[config.mk]
export PLATFORM = sky130hd
export DESIGN_NAME = uart_irq_ctrl
export DESIGN_NICKNAME = d
export VERILOG_FILES = /design/src/rtl/uart_irq_ctrl.sv
export SDC_FILE = /design/constraint.sdc
export NUM_CORES = 1
export LEC_CHECK = 0
export ABC_CLOCK_PERIOD_IN_PS = 1100
export BUFFER_PORTS_ARGS = -buffer_cell sky130_fd_sc_hd__buf_4
export CORE_MARGIN = 4
export CORE_UTILIZATION = 35
export CTS_CLUSTER_SIZE = 12
export DETAILED_ROUTE_END_ITERATION = 12
export PLACE_DENSITY = 0.69
export SKIP_LAST_GASP = 1
export SYNTH_ARGS = -nofsm -noshare
export SYNTH_HDL_FRONTEND = slang
export SYNTH_SLANG_ARGS = --single-unit
[constraint.sdc]
create_clock -name clk -period 1.1 [get_ports clk]
set_input_delay 0.275 -clock clk [delete_from_list [all_inputs] [get_ports clk]]
set_output_delay 0.275 -clock clk [all_outputs]
set_load 0.03 [all_outputs]
[src/rtl/uart_irq_ctrl.sv]
module uart_irq_ctrl #(
  parameter int AW       = 2,
  parameter int BAUD_OFS = 0,
  parameter int CTRL_OFS = 1,
  parameter int STAT_OFS = 2
) (
  input  logic          clk,
  input  logic          rst_n,
  input  logic [AW-1:0] bus_addr,
  input  logic          bus_wr,
  input  logic [7:0]    bus_wdata,
  output logic [7:0]    bus_rdata,
  input  logic          rx_done_set,
  input  logic          rx_data_rd,
  input  logic          rx_bit8,
  input  logic          tx_empty_set,
  input  logic          tx_empty_clr,
  input  logic          tx_done_set,
  output logic [7:0]    baud_q,
  output logic [7:0]    ctrl_q,
  output logic          irq_rx,
  output logic          irq_tx,
  output logic          irq_udre
);
  localparam int C_RXIE = 7, C_TXIE = 6, C_EMIE = 5, C_NINE = 2, C_RB8 = 1;
  localparam int S_RXC = 7, S_TXC = 6, S_EMP = 5;

  logic rxc_q, txc_q, emp_q, shad_q;
  logic wr_baud, wr_ctrl, wr_stat;

  assign wr_baud = bus_wr && (bus_addr == AW'(BAUD_OFS));
  assign wr_ctrl = bus_wr && (bus_addr == AW'(CTRL_OFS));
  assign wr_stat = bus_wr && (bus_addr == AW'(STAT_OFS));

  assign irq_rx   = ctrl_q[C_RXIE] & rxc_q;
  assign irq_tx   = ctrl_q[C_TXIE] & txc_q;
  assign irq_udre = ctrl_q[C_EMIE] & emp_q & shad_q;

  always_comb begin
    bus_rdata = '0;
    if (bus_addr == AW'(BAUD_OFS))      bus_rdata = baud_q;
    else if (bus_addr == AW'(CTRL_OFS)) bus_rdata = ctrl_q;
    else if (bus_addr == AW'(STAT_OFS)) begin
      bus_rdata[S_RXC] = rxc_q;
      bus_rdata[S_TXC] = txc_q;
      bus_rdata[S_EMP] = emp_q;
    end
  end

  always_ff @(posedge clk or negedge rst_n) begin
    if (!rst_n) begin
      baud_q <= '0;
      ctrl_q <= '0;
    end else begin
      if (wr_baud) baud_q <= bus_wdata;
      if (wr_ctrl) ctrl_q <= bus_wdata;
      if (rx_data_rd) ctrl_q[C_RB8] <= ctrl_q[C_NINE] & rx_bit8;
    end
  end

  always_ff @(posedge clk or negedge rst_n) begin
    if (!rst_n) begin
      rxc_q  <= 1'b0;
      txc_q  <= 1'b0;
      emp_q  <= 1'b0;
      shad_q <= 1'b0;
    end else begin
      if (rx_done_set)     rxc_q <= 1'b1;
      else if (rx_data_rd) rxc_q <= 1'b0;

      if (tx_done_set) txc_q <= 1'b1;
      else if (irq_tx || (wr_stat && bus_wdata[S_TXC])) txc_q <= 1'b0;

      if (tx_empty_set)      emp_q <= 1'b1;
      else if (tx_empty_clr) emp_q <= 1'b0;

      if (tx_empty_set) shad_q <= 1'b1;
      else if (tx_empty_clr || irq_udre) shad_q <= 1'b0;
    end
  end

  assert_reset_R1: assert property (@(posedge clk)
    !rst_n |=> (baud_q == 8'h00 && ctrl_q == 8'h00 && !rxc_q && !txc_q && !emp_q && !shad_q));

  assert_rx_keep_R5: assert property (@(posedge clk) disable iff (!rst_n)
    (irq_rx && !rx_data_rd) |=> rxc_q);

  assert_tx_once_R6: assert property (@(posedge clk) disable iff (!rst_n)
    (irq_tx && !tx_done_set) |=> !irq_tx);

  assert_udre_once_R7: assert property (@(posedge clk) disable iff (!rst_n)
    (irq_udre && !tx_empty_set) |=> !irq_udre);

  assert_empty_pair_R8: assert property (@(posedge clk) disable iff (!rst_n)
    tx_empty_set |=> (emp_q && shad_q));

  assert_rxrd_clear_R9: assert property (@(posedge clk) disable iff (!rst_n)
    (rx_data_rd && !rx_done_set) |=> !rxc_q);

  assert_ninth_R10: assert property (@(posedge clk) disable iff (!rst_n)
    (rx_data_rd && !ctrl_q[C_NINE]) |=> !ctrl_q[C_RB8]);
endmodule

* After elaboration in Yosys (flattened, before gate mapping)
Index checks and enable logic that the tools add are counted.
** Word-level totals
- Bits in registers :: 20
- Bits of input ports :: 19
- Output and inout bits :: 27
- Logic and storage cells :: 40
** Cells by class
- Eq/ne operators :: 2
- Muxes and demuxes :: 14
- Bitwise logic cells :: 5
- Reduce and logical (&&, ||, !) cells :: 12
** Operators by type and width (count)
- $reduce_bool 2->1 :: 5
- $mux 1 :: 9
- $mux 8 :: 1
- $mux 3 :: 2
- $and 1x1->1 :: 5
- $mux 5 :: 1
- $logic_and 1x1->1 :: 4
- $eq 2x1->1 const B :: 1
- $eq 2x2->1 const B :: 1
- $logic_not 2->1 :: 1
- $logic_or 1x1->1 :: 2
- $mux 2 :: 1

* Logic depth before layout (Yosys ltp)
Gate-level depths: netlist of the first run.
- Depth after elaboration :: 6
- Depth in mapped cells :: 4

* Least setup slack after synthesis of the first run
Ideal clock, no wire load.
- Path type :: register -> output
- Start :: register ctrl_q[5]
- End :: output bus_rdata[5]
- Data arrival time :: 1338 ps
- Setup slack :: -513 ps
- Stages on the path, launching flop included :: 3
- Buffers on the path :: 0
- Cells stage by stage :: dfrtp_1 -> mux2i_1 -> o21ai_0
** Between the ends
- Cells in the longest elaborated chain, start to end :: 2
** Ends and longest elaborated chain
- from (decl) :: RTL line 20 : output logic [7:0] ctrl_q,
- from (signal assigned) :: RTL line 56 : if (wr_ctrl) ctrl_q <= bus_wdata;
- from (signal, indexed assignment) :: RTL line 57 : if (rx_data_rd) ctrl_q[C_RB8] <= ctrl_q[C_NINE] & rx_bit8;
- $mux 3 :: RTL line 42 : else if (bus_addr == AW'(CTRL_OFS)) bus_rdata = ctrl_q;
- $mux 8 :: RTL line 41 : if (bus_addr == AW'(BAUD_OFS)) bus_rdata = baud_q;
- to (decl) :: RTL line 12 : output logic [7:0] bus_rdata,
Every way passes these cells.

* Worst setup path in the final report of the first run
- Start :: register ctrl_q[6]
- End :: output bus_rdata[6]
Same word-level chain as after synthesis.

==> results by stage, run 1 <==
Yosys:
- Summing the sequential cell areas from Yosys gives 53.33% of the chip area.
- Synthesis produced 74 cells.
- After synthesis the cells add up to 938.4 um^2.
- The total of warnings raised by yosys is 0.
- The number of unique standard cell types used by synthesis is 18.
- The synthesized area divided by synthesized cell count is 12.68 um^2.
- The net count after synthesis is 93.
- The number of register bits inferred by synthesis is 20.

Detailed routing:
- For this block, the initial DRC count from the detailed router was 17.
- The detail route stage leaves a number of antenna-violating nets equal to 0.
- The routed via count is 865.
- The final wirelength is 2543 um.
- In the final routed layout, each cell accounts on average for 14.37 um.
- The post-detailed-route DRC marker count is 0.
- The first detailed-routing pass ran for 2 iterations.
- Dividing the detail-routed via count by the number of cells gives 4.887.

Final layout:
- Relative to the synthesized area, the layout overhead comes to 86.80%.
- The final antenna diode count is 0.
- The post-layout net count is 167.
- The fraction of final layout cells sized beyond drive strength 1 is 83.67%.
- Cells fill 69.49% of the core in the end.

Power:
- The overall power is 2.818 mW.
- For this design the static power due to leakage is 0.8333 nW.
- The total power per unit cell area is 1608 nW/um^2.
- The largest vdd supply drop is 1.141 mV.

Hold path:
- The worst hold path terminates at rxc_q.
- The count of cells along the worst hold path is 2.
- The class of the most critical hold timing path is primary input to flop.
- The worst hold path begins at rx_done_set.

Setup path:
- The worst register-to-register path ends at baud_q[6].
- The required arrival time at the worst endpoint is 0.82 ns.
- STA classifies the critical path startpoint as a flop.
- The worst setup path is of the flop to output pin kind.
- The setup slack on the worst flop-to-flop path is 0.08 ns.
- For the worst flop-to-flop path, the logic depth is 3.
- At the worst endpoint, the arrival time is 1.12 ns.
- The top fanout value on the critical path is 4.
- The worst register-to-register path begins at baud_q[6].
- The worst setup path is captured at an output pin.

Job:
- The count of maximum capacitance violations is 0.

Outcome:
- The run finished, with violations left.
- The final reports fail on setup timing.

Floorplanning:
- The die boundary width is 59.78 um.
- Pin placement for this block handled 46 I/O pins.
- The initial utilization of the core area, before any placement, comes to 37.20%.
- The floorplan core area is 2522 um^2.
- The site row count is 18.
- Measured along the y axis, the die boundary spans 59.78 um.
- The die area is 3574 um^2.

Global route:
- The global-route usage over all layers is 15.96%.
- The number of antenna violations at the first check in global routing came to 0.
- Entering global routing, the biggest net connects 21 pins.
- The leftover overflow at the end of global routing is 0.
- The via count of the first global-routing pass came to 937.
- The first global-routing pass estimated 4257 um of wire.

Placed design:
- The global placement routability congestion is 0.6682.
- The half-perimeter wire length after placement is 1771 um.
- The count of buffers inserted at the top-level ports is 45.

STA:
- Based on the critical path, the design can be clocked at up to 717.2 MHz.
- At the pin with the least slew margin, the transition time is 0.2733 ns.
- The clock period minus worst slack is 1.394 ns.
- In the finished design, the share of the clock period the worst path needs comes to 126.8%.
- The count of pins over their slew limit is 0.
- The tightest slew margin relative to the limit is 81.68%.
- Setup repair after global routing could not meet its margin everywhere.
- The final-report hold violation count is 0.
- The worst clock skew on the final layout is 0.00004699 ns.
- Setup violations remaining at the end of the flow were counted as 27.
- The final worst-path setup slack is -0.2944 ns.

Clock network:
- TritonCTS built the clock tree.
- CTS built an H-tree with a depth of 1.
- Clock latency on the worst-skew pair, taken at its later pin, is 0.29 ns.
- The total clock buffers created by CTS is 3.
- In this run the deepest clock path goes through 2 buffers.
- The clock tree root driver cell is clkbuf_4.
- Clock-pin slew was measured on the worst setup and hold paths at 0.11 ns.
- The sink count of the clock tree is 20.
[state kept, by name, summed over array words and instances, names as in the netlist]
signal / count
ctrl_q: 8
txc_q: 1
rxc_q: 1
shad_q: 1
emp_q: 1
baud_q: 8
[cells in the final DEF, fill, tap and decap left out, types with 2 or more instances in the layout]
| master | synthesis | routed |
|---|---|---|
| a31o_2 | 2 | 2 |
| and2_4 | 0 | 2 |
| nand2_1 | 4 | 4 |
| clkbuf_4 | 0 | 3 |
| dfrtp_2 | 0 | 16 |
| a21oi_1 | 2 | 2 |
| dfrtp_1 | 20 | 4 |
| inv_1 | 3 | 3 |
| nor2_2 | 0 | 5 |
| mux2i_1 | 9 | 7 |
| o21ai_2 | 0 | 3 |
| mux2_2 | 15 | 15 |
| a21o_1 | 2 | 2 |
| buf_6 | 0 | 41 |
| buf_4 | 1 | 29 |
| mux2i_2 | 0 | 2 |
[cell type report]
| type | instances | area [um^2] |
|---|---|---|
| inverter | 3 | 11.26 |
| timing repair buffer | 71 | 689.4 |
| clock buffer | 4 | 36.28 |
| tap | 30 | 37.54 |
| sequential | 20 | 520.5 |
| multi-input combinational | 49 | 457.9 |
| fill | 188 | 769.5 |
[kinds of logic after synthesis]
family | Yosys count | synth area share, %
simple gates | 16 | 10.40
mux | 24 | 27.60
buf+inv | 5 | 2.533
compound gates | 9 | 6.133
flops | 20 | 53.33
[per-stage QoR]
step	setup slack [ns]	area [um^2]	hold slack [ns]	TNS (ns)	instances
floorplan	-0.07563	991.0	-0.02059	-0.3514	74
global placement	-0.1847	1423	0.1654	-3.755	157
detailed placement	-0.1965	1423	0.1666	-3.855	157
CTS	-0.3053	1700	0.1347	-5.149	174
global route	-0.3654	1753	0.1314	-6.669	177
finish	-0.2944	1753	0.1527	-5.140	177
[power breakdown]
group          internal, mW  switching (mW)  total (mW)
sequential            0.877           0.100       0.977
clock                 0.202           0.221       0.423
combinational         0.763           0.656        1.42
total                  1.84           0.977        2.82
[synth_stat cells]
| library cell | instances | area share (%) |
|---|---|---|
| a21o_1 | 2 | 1.6 |
| a21oi_1 | 2 | 1.1 |
| a31o_2 | 2 | 1.9 |
| and2_1 | 2 | 1.3 |
| and3_1 | 1 | 0.67 |
| buf_2 | 1 | 0.53 |
| buf_4 | 1 | 0.80 |
| dfrtp_1 | 20 | 53 |
| inv_1 | 3 | 1.2 |
| mux2_2 | 15 | 18 |
| mux2i_1 | 9 | 9.6 |
| nand2_1 | 4 | 1.6 |
| nand3b_2 | 1 | 1.2 |
| nand4b_1 | 1 | 0.93 |
| nor2_1 | 5 | 2.0 |
| nor2b_1 | 1 | 0.67 |
| nor3b_4 | 1 | 2.0 |
| o21ai_0 | 3 | 1.6 |
[worst max-delay path, stage by stage (launching register included)]
cell,delay (ns)
dfrtp_2,0.45
mux2i_2,0.17
o21ai_2,0.07
buf_6,0.13
[per-layer routing]
| metal | vias to the layer above | GRT usage [%] | wire length [um] |
|---|---|---|---|
| li1 | 415 | - | - |
| met1 | 426 | 19.43 | 1047 |
| met2 | 22 | 26.70 | 1331 |
| met3 | 2 | 4.536 | 143 |
| met4 | 0 | 5.696 | 20 |
| met5 | - | 0 | 0 |
[timing repair]
item	in CTS	in global routing
endpoints found under the setup margin	27	27
resized for setup	38	14
buffers inserted	12	9
hold endpoints to repair	20	0
hold buffers	1	0
pin swaps	9	5
[worst max path at each step]
stage	start	to	slack, ns	depth (start not counted)
floorplan	ctrl_q[5]	bus_rdata[5]	-0.08	2
global placement	bus_addr[0]	baud_q[3]	-0.18	4
detailed placement	bus_addr[0]	baud_q[4]	-0.20	4
CTS	ctrl_q[5]	bus_rdata[5]	-0.31	3
global route	ctrl_q[7]	bus_rdata[7]	-0.37	3
finish	ctrl_q[6]	bus_rdata[6]	-0.29	3
Power figures use the tool's default switching activity.
==> run 2, diff against run 1 <==
- ABC_CLOCK_PERIOD_IN_PS: 1100 -> 1700
- clock period: 1.1 -> 1.7 ns (I/O delays scaled with it)
==> run 2 against run 1 <==
Net effect: the run now ends clean; count of clock-buffer cells in the layout unchanged; cell area down 22%; register-to-register slack better by 0.79 ns; power down 47%; sequential share of layout area up 6.8 points; combinational power down 57%; non-clock buffer count down 22; core utilization down 15 points; highest routed layer unchanged.
==> results by stage, run 2 (synthesis results as in run 1) <==
Floorplanning:
- The floorplan core area is 2522 um^2 (unchanged).
- The die boundary width is 59.78 um (unchanged).
- The die outline height was 59.78 um (unchanged).
- The effective utilization at floorplan is 37.20% (unchanged).
- The site row count came to 18 (unchanged).
- The die area is 3574 um^2 (unchanged).
- The number of primary I/O pins came to 46 (unchanged).

Clock network:
- The clock tree buffer depth is 2 (unchanged).
- The clock tree root driver cell is clkbuf_4 (unchanged).
- The post-CTS setup-driven buffer insertion count is 0 (was 12).
- The number of H-tree branching levels is 1 (unchanged).
- The clock latency on the worst-skew pair is 0.29 ns (about the same).
- The sink count of the clock tree is 20 (unchanged).
- The TritonCTS clock tree is done (unchanged).
- The hold buffer count at CTS came to 1 (unchanged).
- The clock input transition at the sequential cells of the worst setup and hold paths is 0.11 ns (about the same).
- The number of gates resized after CTS came to 0 (was 38).
- The total clock buffers created by CTS came to 3 (unchanged).

Detailed routing:
- The detailed-route vias per instance is 4.981 (was 4.887).
- The routed via count is 772 (was 865).
- The detail-routed net length per standard cell was 14.57 um (was 14.37 um).
- The number of nets still failing antenna checks after routing was 0 (unchanged).
- The final wirelength came to 2259 um (was 2543 um).
- The number of detailed-route iterations in the first pass is 2 (unchanged).
- The violation count after the first detailed-routing iteration is 11 (was 17).
- The post-detailed-route DRC marker count is 0 (unchanged).

STA:
- The maximum frequency from static timing analysis is 630.4 MHz.
- The worst clock skew on the final layout came to 0.005349 ns (was 0.00004699 ns).
- The tightest hold margin is 0.3113 ns (was 0.1527 ns).
- The final worst-path setup slack was 0.1137 ns (was -0.2944 ns).
- The period utilization is 93.31%.
- The transition time of the tightest slew-check pin was 0.2801 ns (was 0.2733 ns).
- The setup TNS is 0 ns (was -5.140 ns).
- The clock period minus worst slack is 1.586 ns.
- Setup repair after global routing missed its margin: no (was yes).
- The final setup violation count came to 0 (was 27).
- The final-report hold violation count was 0 (unchanged).
- The count of pins over their slew limit was 0 (unchanged).
- The tightest slew margin relative to the limit was 81.22% (was 81.68%).

Final layout:
- The area growth from synthesis to final layout was 46.00% (was 86.80%).
- Most frequent cells in the layout: 48 x buf_4, 20 x dfrtp_1, 15 x mux2_2, 9 x mux2i_1, 5 x nor2_1 (was 41 x buf_6, 29 x buf_4, 16 x dfrtp_2, 15 x mux2_2, 7 x mux2i_1).
- The fraction of final layout cells sized beyond drive strength 1 came to 56.80% (was 83.67%).
- The layout filler cell count came to 241 (was 188).
- The non-filler instance count after layout was 155 (was 177).
- The final design area excluding fillers is 1370 um^2 (was 1753 um^2).
- The flip-flop and latch area is 500.5 um^2 (was 520.5 um^2).
- The utilization after layout was 54.32% (was 69.49%).
- The final antenna diode count was 0 (unchanged).
- The post-layout net count is 145 (was 167).
- The commonest non-fill, non-tap cell in the layout is buf_4 (was buf_6).
- The combined area of the multi-input logic cells was 414.1 um^2 (was 457.9 um^2).
- Largest registers: baud_q x8, ctrl_q x8 (unchanged).

Global route:
- The global-route usage over all layers is 13.30% (was 15.96%).
- The via count of the first global-routing pass is 820 (was 937).
- The number of antenna violations at the first check in global routing was 0 (unchanged).
- The global-route wire length before repair is 3636 um (was 4257 um).
- The leftover overflow at the end of global routing came to 0 (unchanged).
- The maximum number of pins on one net before global-route repair is 21 (unchanged).

Placed design:
- The placed standard-cell area was 1324 um^2 (was 1423 um^2).
- The count of buffers inserted at the top-level ports is 45 (unchanged).
- The worst slack after detailed placement came to 0.1055 ns (was -0.1965 ns).
- The half-perimeter wire length after placement is 1779 um (was 1771 um).
- The placed instance count was 150 (was 157).
- The global placement routability congestion is 0.6735 (was 0.6682).

Setup path:
- The worst path arrival time came to 1.16 ns (was 1.12 ns).
- The startpoint type of the worst setup path is a primary input (was flop).
- The critical path capture point type is an output pin (unchanged).
- The start-to-end type of the worst setup path is primary input to output pin (was flop to output pin).
- The top fanout value on the critical path is 12 (was 4).
- The required arrival time at the worst endpoint is 1.27 ns (was 0.82 ns).

Power:
- The overall power is 1.504 mW (was 2.818 mW).
- The total power per unit cell area is 1098 nW/um^2 (was 1608 nW/um^2).
- The static leakage is 0.6920 nW (was 0.8333 nW).
- The largest vdd supply drop came to 0.5711 mV (was 1.141 mV).

Hold path:
- The class of the most critical hold timing path is primary input to flop (unchanged).

Job:
- The count of maximum capacitance violations is 0 (unchanged).

Outcome:
- Result of the run: finished clean (was finished with violations).
run 2: power breakdown:
part / total, mW / switching, mW / leakage, nW / internal, mW
Sequential: 0.624 / 0.0695 / 0.233 / 0.555
Combinational: 0.608 / 0.346 / 0.438 / 0.262
Clock: 0.272 / 0.142 / 0.0210 / 0.130
run 2: critical path, stage by stage:
cell     delay [ns]
buf_4          0.18
nor2b_1        0.21
nand2_1        0.08
o21ai_1        0.08
buf_4          0.18
run 2: final cells by class:
cell class | count | share of cell area [%]
flip-flops and latches | 20 | 36.53
repair buffers | 49 | 27.03
inverters | 3 | 0.8219
multi-input cells | 49 | 30.23
well taps | 30 | 2.740
clock buffers | 4 | 2.648
run 2: worst paths after layout:
path                                  start            to  slack (ns)  cells past startpoint
min in group asynchronous             rst_n     baud_q[0]        0.53                      2
worst min register to register       shad_q        shad_q        0.53                      1
max in group asynchronous             rst_n         txc_q        0.96                      2
worst max register to register    ctrl_q[5]        shad_q        0.87                      2
worst max-delay path            bus_addr[0]  bus_rdata[7]        0.11                      5
worst min-delay path            rx_done_set         rxc_q        0.31                      2
run 2: metal layers:
metal  global-route usage (%)  vias up  wire (um)
met5                        0        -          0
met4                    3.797        0         21
met3                    3.672        2        178
met2                    22.22       27       1081
met1                    16.69      381        977
li1                         -      362          -
==> run 3, diff against run 2 <==
==> constraint.sdc (replaced) <==
create_clock -name clk -period 1.7 [get_ports clk]
set_input_delay 0.34 -clock clk [delete_from_list [all_inputs] [get_ports clk]]
set_output_delay 0.34 -clock clk [all_outputs]
set_load 0.03 [all_outputs]
==> run 3 against run 2 <==
Net effect: sequential power barely moved; die area did not move; maximum frequency rose by 2.7%; sequential share of layout area rose by 0.61 points; clock power barely moved; critical endpoint is now bus_rdata[5]; core utilization fell by 0.89 points; critical path depth fell by 2; cell area fell by 1.6%; worst hold slack got worse by 0.079 ns; wire length fell by 3.3%.
==> results by stage, run 3 (synthesis results as in run 1) <==
STA:
- The transition time of the tightest slew-check pin is 0.4261 ns (was 0.2801 ns).
- The final-report hold violation count is 0 (unchanged).
- The tightest slew margin relative to the limit was 71.56% (was 81.22%).
- The final setup violation count is 0 (unchanged).
- The count of pins over their slew limit is 0 (unchanged).
- The maximum frequency from static timing analysis is 647.5 MHz (was 630.4 MHz).
- Setup repair after global routing missed its margin: no (unchanged).
- The period utilization is 90.84% (was 93.31%).
- The setup TNS was 0 ns (unchanged).
- The worst clock skew on the final layout is 0.0005139 ns (was 0.005349 ns).
- The clock period minus worst slack came to 1.544 ns (was 1.586 ns).

Power:
- The share of power burned in combinational logic was 40.2% (was 40.4%).
- The largest vdd supply drop is 0.6203 mV (was 0.5711 mV).
- The clock share of power was 18.1% (about the same).
- The static leakage is 0.6765 nW (was 0.6920 nW).
- The internal cell power is 942.3 uW (was 946.9 uW).
- The total power per unit cell area is 1108 nW/um^2 (was 1098 nW/um^2).
- The switching power of the nets is 550.4 uW (was 557.2 uW).
- The switching power as a share of total power is 36.87% (was 37.04%).
- The share of power burned in registers is 41.7% (was 41.5%).

Clock network:
- The number of H-tree branching levels is 1 (unchanged).
- The clock latency on the worst-skew pair came to 0.29 ns (about the same).
- The clock input transition at the sequential cells of the worst setup and hold paths was 0.11 ns (about the same).
- The clock tree root driver cell was clkbuf_4 (unchanged).
- The sink count of the clock tree came to 20 (unchanged).
- The clock tree buffer depth is 2 (unchanged).
- The TritonCTS clock tree is done (unchanged).
- The total clock buffers created by CTS is 3 (unchanged).

Floorplanning:
- The die outline height is 59.78 um (unchanged).
- The die area was 3574 um^2 (unchanged).
- The number of primary I/O pins came to 46 (unchanged).
- The floorplan core area was 2522 um^2 (unchanged).
- The die boundary width is 59.78 um (unchanged).
- The effective utilization at floorplan is 37.20% (unchanged).
- The site row count is 18 (unchanged).

Final layout:
- The final antenna diode count was 0 (unchanged).
- The area growth from synthesis to final layout is 43.60% (was 46.00%).
- The utilization after layout is 53.42% (was 54.32%).
- The layout filler cell count is 239 (was 241).
- The post-layout net count is 142 (was 145).
- The fraction of final layout cells sized beyond drive strength 1 is 55.74% (was 56.80%).
- The commonest non-fill, non-tap cell in the layout is buf_4 (unchanged).
- Largest registers: baud_q x8, ctrl_q x8 (unchanged).
- Most frequent cells in the layout: 45 x buf_4, 20 x dfrtp_1, 15 x mux2_2, 9 x mux2i_1, 5 x nor2_1 (was 48 x buf_4, 20 x dfrtp_1, 15 x mux2_2, 9 x mux2i_1, 5 x nor2_1).

Job:
- The count of maximum capacitance violations was 0 (unchanged).

Placed design:
- The count of buffers inserted at the top-level ports is 45 (unchanged).
- The half-perimeter wire length after placement came to 1697 um (was 1779 um).
- The global placement routability congestion is 0.6711 (was 0.6735).

Global route:
- The via count of the first global-routing pass is 730 (was 820).
- The number of antenna violations at the first check in global routing is 0 (unchanged).
- The leftover overflow at the end of global routing is 0 (unchanged).
- The global-route usage over all layers was 13.22% (was 13.30%).
- The maximum number of pins on one net before global-route repair is 21 (unchanged).
- The global-route wire length before repair is 3553 um (was 3636 um).

Setup path:
- The startpoint type of the worst setup path is a flop (was primary input).
- The top fanout value on the critical path is 5 (was 12).
- The capture instance of the worst register-to-register path is shad_q (unchanged).
- The setup slack on the worst flop-to-flop path is 0.87 ns (about the same).
- The cell depth of the worst flop-to-flop path was 2 (unchanged).
- The required arrival time at the worst endpoint is 1.36 ns (was 1.27 ns).
- The start-to-end type of the worst setup path was flop to output pin (was primary input to output pin).
- The critical path capture point type was an output pin (unchanged).
- The worst path arrival time is 1.20 ns (was 1.16 ns).
- The launching element of the worst setup path was ctrl_q[5] (was bus_addr[0]).
- The timing endpoint of the critical path was bus_rdata[5] (was bus_rdata[7]).
- The startpoint of the lowest-slack register-to-register path is ctrl_q[5] (unchanged).

Hold path:
- The class of the most critical hold timing path is primary input to flop (unchanged).
- The count of cells along the worst hold path is 2 (unchanged).

Detailed routing:
- The violation count after the first detailed-routing iteration was 17 (was 11).
- The final wirelength is 2184 um (was 2259 um).
- The routed via count is 736 (was 772).
- The post-detailed-route DRC marker count is 0 (unchanged).
- The detailed-route vias per instance was 4.842 (was 4.981).
- The detail-routed net length per standard cell is 14.37 um (was 14.57 um).
- The number of nets still failing antenna checks after routing came to 0 (unchanged).
- The number of detailed-route iterations in the first pass is 4 (was 2).

Outcome:
- Result of the run: finished clean (unchanged).
-- run 3: cell count changes in the layout (fill, tap and decap cells not counted), sizes merged --
cell | before | now
buf | 48 | 45
-- run 3: worst min-delay path by stage --
stage               slack (ns)         to          from
finish                    0.23      txc_q   tx_done_set
global route              0.21      emp_q  tx_empty_set
CTS                       0.23      txc_q   tx_done_set
detailed placement        0.23  ctrl_q[2]         rst_n
global placement          0.23  ctrl_q[0]         rst_n
floorplan                 0.04  baud_q[0]         rst_n
-- run 3: routing by layer --
metal  share of wire [%]  GRT usage (%)  vias up  routed length [um]
met3                 7.3          4.104        2                 160
met1                  42          18.08      344                 924
li1                    -              -      362                   -
met2                  49          20.06       28                1078
met4                0.96          3.797        0                  21
met5                   0              0        -                   0
-- run 3: repair_timing --
action                    in CTS  in global routing
setup buffers                  0                  0
resized for setup              0                  0
hold endpoints to repair      20                  0
hold buffers                   1                  0
-- run 3: through the flow --
stage               instance area (um^2)  hold WS, ns  total power, mW  setup slack, ns  std cells
floorplan                          938.4      0.04441           0.9820          0.02244         74
global placement                    1301       0.2328            1.228           0.2610        147
detailed placement                  1301       0.2343            1.239           0.1954        147
CTS                                 1348       0.2273            1.510           0.1554        152
global route                        1348       0.2141            1.575          0.08751        152
finish                              1348       0.2327            1.493           0.1557        152
-- run 3: final cells by class --
class / count / area [um^2] / area share [%]
inverters: 3 / 11.26 / 0.8357
multi-input cells: 49 / 414.1 / 30.73
repair buffers: 46 / 347.8 / 25.81
clock buffers: 4 / 36.28 / 2.693
well taps: 30 / 37.54 / 2.786
flip-flops and latches: 20 / 500.5 / 37.14
-- run 3: worst max-delay path: stages (launching register included) --
cell     delay [ns]
dfrtp_1        0.43
mux2i_1        0.09
o21ai_0        0.20
buf_4          0.20
-- run 3: power groups by stage --
stage	logic, mW	clock network (mW)	registers [mW]
6_report	0.600	0.270	0.623
5_1_grt	0.637	0.302	0.635
4_1_cts	0.609	0.277	0.624
3_5_place_dp	0.605	0	0.633
3_3_place_gp	0.597	0	0.631
2_1_floorplan	0.220	0	0.762
